===== config.mk =====
export PLATFORM = sky130hd
export DESIGN_NAME = prio_irq_ctrl
export DESIGN_NICKNAME = d
export VERILOG_FILES = /design/src/rtl/prio_irq_ctrl.sv
export SDC_FILE = /design/constraint.sdc
export NUM_CORES = 1
export LEC_CHECK = 0
export ABC_AREA = 1
export BUFFER_PORTS_ARGS = -buffer_cell sky130_fd_sc_hd__buf_2
export CAP_MARGIN = 25
export CORE_ASPECT_RATIO = 0.9
export CORE_MARGIN = 1.5
export CORE_UTILIZATION = 55
export DETAILED_ROUTE_END_ITERATION = 16
export PLACE_DENSITY = 0.71
export SYNTH_ARGS = -nofsm -noshare
export SYNTH_HDL_FRONTEND = slang
export SYNTH_SLANG_ARGS = --single-unit

===== constraint.sdc =====
create_clock -name clk -period 48.6 [get_ports clk]
set_input_delay 2.43 -clock clk [delete_from_list [all_inputs] [get_ports clk]]
set_output_delay 2.43 -clock clk [all_outputs]
set_load 0.02 [all_outputs]

===== src/rtl/prio_irq_ctrl.sv =====
module prio_irq_ctrl #(
  parameter int NUM_IRQ = 32,
  localparam int IDW = (NUM_IRQ > 1) ? $clog2(NUM_IRQ) : 1
) (
  input  logic               clk,
  input  logic               rst_n,
  input  logic [NUM_IRQ-1:0] irq_in,
  input  logic               nmi_in,
  input  logic               cfg_wr,
  input  logic [2:0]         cfg_addr,
  input  logic [31:0]        cfg_wdata,
  output logic [31:0]        cfg_rdata,
  output logic               req_valid,
  output logic               req_nmi,
  output logic [IDW-1:0]     req_id,
  input  logic               cpu_ack,
  input  logic               cpu_exit
);
  localparam int PW = 2 * NUM_IRQ;

  typedef struct packed {
    logic           hit;
    logic [IDW-1:0] id;
    logic [2:0]     urg;
  } pick_t;

  logic [NUM_IRQ-1:0] en_q, pend_q, act_q, lvl_q;
  logic [PW-1:0]      prio_q, prio_n;
  logic               nmi_pend_q, nmi_act_q;

  function automatic pick_t pick(input logic [NUM_IRQ-1:0] m, input logic [PW-1:0] p);
    pick_t r;
    r.hit = 1'b0;
    r.id  = '0;
    r.urg = 3'd4;
    for (int i = NUM_IRQ - 1; i >= 0; i--)
      if (m[i] && ({1'b0, p[2*i +: 2]} <= r.urg)) begin
        r.hit = 1'b1;
        r.id  = IDW'(i);
        r.urg = {1'b0, p[2*i +: 2]};
      end
    return r;
  endfunction

  pick_t cand, top;
  assign cand = pick(pend_q & en_q, prio_q);
  assign top  = pick(act_q, prio_q);

  assign req_nmi   = nmi_pend_q & ~nmi_act_q;
  assign req_valid = req_nmi | (~nmi_act_q & cand.hit & (cand.urg < top.urg));
  assign req_id    = req_nmi ? '0 : cand.id;

  logic ack_ext, ack_nmi, exit_nmi;
  logic [NUM_IRQ-1:0] ack_vec, exit_vec, sw_set, sw_clr, hw_set, wmask;

  assign ack_ext  = cpu_ack & req_valid & ~req_nmi;
  assign ack_nmi  = cpu_ack & req_nmi;
  assign exit_nmi = cpu_exit & nmi_act_q;
  assign ack_vec  = ack_ext ? (NUM_IRQ'(1) << cand.id) : '0;
  assign exit_vec = (cpu_exit & ~nmi_act_q & top.hit) ? (NUM_IRQ'(1) << top.id) : '0;

  assign wmask  = cfg_wdata[NUM_IRQ-1:0];
  assign sw_set = (cfg_wr && cfg_addr == 3'd2) ? wmask : '0;
  assign sw_clr = (cfg_wr && cfg_addr == 3'd3) ? wmask : '0;
  assign hw_set = (irq_in & lvl_q & ~act_q & ~ack_vec) | (irq_in & ~lvl_q);

  always_comb begin
    prio_n = prio_q;
    for (int i = 0; i < NUM_IRQ; i++)
      if (cfg_wr && cfg_addr == ((i < 16) ? 3'd6 : 3'd7))
        prio_n[2*i +: 2] = cfg_wdata[(2*i) % 32 +: 2];
  end

  always_ff @(posedge clk or negedge rst_n) begin
    if (!rst_n) begin
      en_q       <= '0;
      pend_q     <= '0;
      act_q      <= '0;
      lvl_q      <= '0;
      prio_q     <= '0;
      nmi_pend_q <= 1'b0;
      nmi_act_q  <= 1'b0;
    end else begin
      if (cfg_wr && cfg_addr == 3'd0) en_q <= en_q | wmask;
      if (cfg_wr && cfg_addr == 3'd1) en_q <= en_q & ~wmask;
      if (cfg_wr && cfg_addr == 3'd5) lvl_q <= wmask;
      prio_q     <= prio_n;
      pend_q     <= ((pend_q | sw_set) & ~sw_clr & ~ack_vec) | hw_set;
      act_q      <= (act_q & ~exit_vec) | ack_vec;
      nmi_pend_q <= (nmi_pend_q | (nmi_in & ~nmi_act_q)) & ~ack_nmi;
      nmi_act_q  <= (nmi_act_q & ~exit_nmi) | ack_nmi;
    end
  end

  always_comb begin
    cfg_rdata = '0;
    case (cfg_addr)
      3'd0, 3'd1: cfg_rdata[NUM_IRQ-1:0] = en_q;
      3'd2, 3'd3: cfg_rdata[NUM_IRQ-1:0] = pend_q;
      3'd4:       cfg_rdata[NUM_IRQ-1:0] = act_q;
      3'd5:       cfg_rdata[NUM_IRQ-1:0] = lvl_q;
      default:
        for (int i = 0; i < NUM_IRQ; i++)
          if ((i < 16) == (cfg_addr == 3'd6))
            cfg_rdata[(2*i) % 32 +: 2] = prio_q[2*i +: 2];
    endcase
  end

  initial begin
    a_r1_legal_count: assert (NUM_IRQ inside {1, 2, 4, 8, 16, 24, 32})
      else $error("NUM_IRQ out of the legal set");
  end

  a_r9_ack_activates: assert property (@(posedge clk) disable iff (!rst_n)
    (cpu_ack && req_valid && !req_nmi) |=> act_q[$past(req_id)]);

  a_r9_nmi_ack: assert property (@(posedge clk) disable iff (!rst_n)
    (cpu_ack && req_nmi) |=> (nmi_act_q && !nmi_pend_q));

  a_r9_nmi_exit: assert property (@(posedge clk) disable iff (!rst_n)
    (cpu_exit && nmi_act_q) |=> !nmi_act_q);

  a_r7_presentable: assert property (@(posedge clk) disable iff (!rst_n)
    (req_valid && !req_nmi) |-> (en_q[req_id] && pend_q[req_id] && !nmi_act_q));

  for (genvar g = 0; g < NUM_IRQ; g++) begin : g_line
    a_r4_pulse_latched: assert property (@(posedge clk) disable iff (!rst_n)
      (irq_in[g] && !lvl_q[g]) |=> pend_q[g]);

    a_r8_clear_applies: assert property (@(posedge clk) disable iff (!rst_n)
      (cfg_wr && cfg_addr == 3'd3 && cfg_wdata[g] && !irq_in[g]) |=> !pend_q[g]);

    a_r5_level_held_off: assert property (@(posedge clk) disable iff (!rst_n)
      (lvl_q[g] && act_q[g] && !pend_q[g] && !(cfg_wr && cfg_addr == 3'd2 && cfg_wdata[g]))
        |=> !pend_q[g]);
  end
endmodule


# After elaboration in Yosys (flattened, before gate mapping)
# Index checks and enable logic that the tools add are counted.
# Widths: inputs -> output; s select.
[word_totals] ff_bits=194 in_bits=73 output_inout_bits=39 word_cells=283
[op_classes] magnitude_cmp=64 eq_ne=7 n_shift=2 muxes=88 bitwise=39 n_reduce_logical=75
[op_table] op="$mux 9" n=64
[op_table] op="$and 32x32->32" n=9
[op_table] op="$mux 32" n=6
[op_table] op="$not 32->32" n=6
[op_table] op="$le 2x3->1" n=62
[op_table] op="$or 32x32->32" n=5
[op_table] op="$pmux 32 s4" n=1
[op_table] op="$logic_and 1x1->1" n=71
[op_table] op="$shl 1x5->32 const A" n=2
[op_table] op="$mux 2" n=16
[op_table] op="$and 1x1->1" n=12
[op_table] op="$eq 3x3->1 const B" n=4
[op_table] op="$eq 3x2->1 const B" n=2
[op_table] op="$mux 5" n=1
[op_table] op="$not 1->1" n=4
[op_table] op="$reduce_or 2->1" n=2
[op_table] op="$eq 3x1->1 const B" n=1
[op_table] op="$le 2x3->1 const B" n=1
[op_table] op="$logic_not 3->1" n=1
[op_table] op="$lt 3x3->1" n=1
[op_table] op="$or 1x1->1" n=3
[op_table] op="$reduce_bool 2->1" n=1

# Depth between registers and ports, before layout
[depth] word_depth=106 ltp_mapped=262 depth_no_buf=261

# Worst setup path before layout
# Ideal clock, no wire load.
[synth_path] kind="reg2out" from="register act_q[31]" to="output port req_valid" arrival_time_ns=29.011 required_time_ns=46.170 path_slack_ns=17.159 path_stages_with_launch=197 n_path_buf=1 path_cell_list="dfrtp_1 -> nand2_1 -> ha_1 -> inv_1 -> o21bai_1 -> a31oi_1 -> a21oi_1 -> ha_1 -> inv_1 -> nor2_1 -> o21ai_0 -> o21ai_0 -> o21ai_0 -> ha_1 -> inv_1 -> nor2_1 -> o21ai_0 -> o21ai_0 -> (+161 left out) -> ha_1 -> a21oi_1 -> a21oi_1 -> a21oi_1 -> inv_1 -> o21ai_0 -> ha_1 -> a21oi_1 -> a21oi_1 -> a21oi_1 -> inv_1 -> nand2_1 -> o21ai_0 -> ha_1 -> a2111oi_0 -> clkbuf_4 -> nand2_1 -> nand2_1"
[synth_via] elab_chain_cells=98
[synth_lines] element="start, declared" line="27" source="logic [NUM_IRQ-1:0] en_q, pend_q, act_q, lvl_q;"
[synth_lines] element="start signal, assigned" line="89" source="act_q <= (act_q & ~exit_vec) | ack_vec;"
[synth_lines] element="$logic_and 1x1->1 (*)" line="37" source="if (m[i] && ({1'b0, p[2*i +: 2]} <= r.urg)) begin"
[synth_lines] element="$mux 9 (*)" line="37"
[synth_lines] element="$le 2x3->1" line="37"
[synth_lines] element="$logic_and 1x1->1" line="37"
[synth_lines] element="$mux 9 (*)" line="37"
[synth_lines] element="$le 2x3->1" line="37"
[synth_lines] element="$logic_and 1x1->1" line="37"
[synth_lines] element="$mux 9 (*)" line="37"
[synth_lines] element="(+82 left out)"
[synth_lines] element="$logic_and 1x1->1" line="37"
[synth_lines] element="$mux 9 (*)" line="37"
[synth_lines] element="$le 2x3->1" line="37"
[synth_lines] element="$logic_and 1x1->1" line="37"
[synth_lines] element="$mux 9 (*)" line="37"
[synth_lines] element="$lt 3x3->1 (*)" line="50" source="assign req_valid = req_nmi | (~nmi_act_q & cand.hit & (cand.urg < top.urg));"
[synth_lines] element="$and 1x1->1 (*)" line="50"
[synth_lines] element="$or 1x1->1 (*)" line="50"
[synth_lines] element="end, declared" line="13" source="output logic req_valid,"
# Mark *: on every way between the ends. The rest lies on a longest branch, timed or not.

# Final worst setup path
# Same ends and word-level chain as after synthesis.

==> impl_summary.md <==
Clock network
The maximum buffer depth of the clock tree is 2. The master cell of the clock root buffer is clkbuf_16. The CTS tree is built.

The number of clock sinks seen by CTS is slightly below 200. Post-CTS repair changed the size of 0 cells. Buffers added to address setup during post-CTS repair amount to 0. Buffers inserted during clock tree synthesis total 17.

The H-tree depth reported by CTS is 4. The clock edge transition at the registers on the reported setup and hold paths is about 0.08 ns. Hold repair after CTS inserted 0 buffers. For the worst-skew pair, the clock arrives at the later sink with an insertion delay of between 0.4 and 0.5 ns.

Floorplanning
Once the floorplan was initialized, standard cells occupied a little under three fifths of the core. approximately 110 I/O pins were placed. The height of the die is about 160 um. The floorplan has between 50 and 60 rows.

The die covers 29,800 um^2. After floorplanning, the core was sized to cover roughly 28,000 um^2. Measured along the x axis, the die boundary spans 181.8 um.

Timing
The final count of negative-setup-slack endpoints is 0. The number of failing hold endpoints at the final stage is 0. The final number of max-transition violations is 0. The clock period could shrink to roughly 36 ns. After layout, the worst path uses 75.06% of the clock period. The normalized max-slew margin is between 20% and 30%. Setup total negative slack on the finished layout was measured at 0 ns. The setup skew after layout is 0.02021 ns. The worst slack on hold paths is between 0.4 and 0.5 ns. For the pin with the worst max-slew slack, the measured transition is 1.097 ns. Static timing analysis puts the maximum clock frequency at 0.02741 GHz. Setup repair after global routing left no endpoint under its margin.

Yosys
The synthesized area per cell is roughly 6.6 um^2. The primary flip-flop cell chosen by synthesis mapping is dfrtp_1. By instance count, the leading cell after synthesis is nand2_1.

In the synthesized netlist, the number of instances is roughly 2,400. In the synthesized netlist, the cells that appear most often are nand2_1, inv_1, o21ai_0, dfrtp_1, nor2_1. During synthesis, Yosys emitted a total of 0 warnings.

The share of the Yosys chip area taken by registers is a little under a third. The biggest area contributor in the post-synthesis netlist is dfrtp_1. After synthesis, the share of flip-flops with an asynchronous set or reset is 100.0%. Synthesis inferred slightly below 200 register bits. The number of flops mapped to enable cells by yosys is 0.

The synthesized design devotes to its leading area cell type between 30% and 40% of total area. The number of nets in the synthesized netlist is approximately 2,600. After synthesis, the cell types taking the most area are dfrtp_1, nand2_1, o21ai_0. The number of different library cells used by synthesis comes to 44.

The total standard cell area after synthesis is ~16,000 um^2.

Worst setup path
The worst endpoint required time is 46.17 ns. The path type of the worst setup path is reg -> out. In this design, the stage delay of the slowest critical-path cell is 0.50 ns. STA classifies the critical path startpoint as a register. By instance count, the cell type seen most on the critical path is nand2_1.

The worst setup path is captured at an output port. The largest fanout on the critical path is 21. The data arrival time of the critical path is around 34 ns. On the critical path, the stage with the largest delay is an instance of o21ai_0.

Layout
The finished layout holds between 2,000 and 3,000 standard cells, fillers aside. From synthesis to final layout, the design area changed by 9.584%. The number of antenna cells inserted is 0. The post-route netlist has a little under an eighth of its cells at a drive strength greater than 1.

The net count of the finished layout is between 2,000 and 3,000.

Global routing
The number of global-route vias before repair was between 15,000 and 20,000. The sum of overflow across all layers after global routing is 0. The overall routing resource usage is around two fifths. The global-route wire length before repair is a little over 90,000 um. The initial antenna violation count is 1. The largest net degree at the start of global routing is 73.

Detailed routing
The final routed DRC violation total is 0. The detailed-route via count is between 15,000 and 20,000. In this run the remaining antenna-violating nets after routing total 0. After detailed routing, the total wire length is between 60,000 and 70,000 um. The number of optimization iterations in the first detailed-route pass is 8. The initial DRC count is around 1,900. Dividing the detail-routed wire length by the instance count gives approximately 21 um. The detail-routed via count per cell is ~6.0.

Placed design
The cell count after placement is roughly 2,800. Summed over all nets, the half-perimeter wirelength after detailed placement is approximately 45,000 um. The congestion estimate from routability-driven global placement came to about 1. The count of buffers added on input and output ports is approximately 110.

Power and ir drop
For this design the ratio of total power to cell area is approximately 78 nW/um^2. The peak supply drop is between 60 and 70 uV. In this run the static leakage power is roughly 0.009 uW.

Run
Max-cap violations in this run came to 0.

Outcome
The flow ran to the end, and the final reports show no timing, DRC or antenna violations.

Min path
The path type of the worst min-delay path is reg -> reg.
-- metal layers --
| metal | global-route usage (%) | vias to the layer above | routed length [um] |
|---|---|---|---|
| li1 | - | 8041 | - |
| met4 | 20.19 | 2 | 2978 |
| met2 | 61.38 | 941 | 24910 |
| met1 | 56.78 | 7876 | 25590 |
| met3 | 10.89 | 180 | 7001 |
| met5 | 0 | - | 11 |
-- metrics by stage --
stage | utilization, % | power, uW | setup slack [ns] | cell area [um^2]
final | 61.74 | 1348 | 12.12 | 17340
after global routing | 61.74 | 1482 | 7.642 | 17340
after CTS | 61.61 | 1323 | 12.66 | 17300
after detailed placement | 59.49 | 1172 | 13.28 | 16710
after global placement | 59.49 | 1153 | 14.88 | 16710
after floorplan | - | 948.6 | 17.16 | 15820
-- logic make-up after synthesis --
family	after synthesis	synth area share, %
AND/OR/NAND/NOR	1082	30.09
AO/OA/AOI/OAI	591	21.15
buffers and inverters	417	10.33
flip-flops	194	30.68
adder cells (fa/ha/maj)	98	7.750
-- layout by cell type, fill, tap and decap left out, drive strengths merged --
master,count
a2111oi,2
a211oi,1
a21oi,115
a221oi,25
a22oi,13
a2bb2oi,12
a31oi,4
a32o,4
a41oi,2
and2,2
buf,130
clkbuf,19
clkinv,9
clkinvlp,1
dfrtp,194
ha,98
inv,360
nand2,705
nand3,132
nand4,34
nor2,187
nor3,15
nor4,5
nor4b,2
o211ai,29
o21ai,344
o21bai,27
o221ai,2
o22ai,10
o311ai,1
-- power breakdown --
| group | leakage [uW] | total [uW] | internal (uW) | switching (uW) |
|---|---|---|---|---|
| clock network | 0.000285 | 147 | 69.4 | 77.9 |
| logic | 0.00636 | 969 | 301 | 668 |
| registers | 0.00232 | 232 | 191 | 40.6 |
-- worst paths after layout --
kind                            from          to  slack [ns]  cells after the start
setup / recovery           act_q[31]   req_valid       12.12                    195
hold / removal             lvl_q[25]   lvl_q[25]        0.49                      2
setup reg to reg           act_q[31]  pend_q[30]       14.39                    195
hold reg to reg            lvl_q[25]   lvl_q[25]        0.49                      2
max in group asynchronous      rst_n   lvl_q[13]       45.39                      2
min in group asynchronous      rst_n    lvl_q[0]        1.93                      1
-- critical path: cells and delay by family (launching register included) --
| family | cells | cell delay, ns |
|---|---|---|
| flip-flops | 1 | 0.44 |
| AND/OR/NAND/NOR | 55 | 5.02 |
| AO/OA/AOI/OAI | 92 | 16.90 |
| buffers and inverters | 16 | 1.31 |
| adder cells (fa/ha/maj) | 32 | 9.89 |
-- cell type report --
| type | instances | area, um^2 |
|---|---|---|
| Sequential cell | 194 | 4855 |
| Fill cell | 2675 | 10750 |
| Tap cell | 360 | 450.4 |
| Clock buffer | 18 | 429.2 |
| Inverter | 356 | 1336 |
| Multi-Input combinational cell | 1771 | 9368 |
| Clock inverter | 14 | 166.4 |
| Timing Repair Buffer | 131 | 734.5 |
Note: power is estimated with default switching activity, not from simulation.
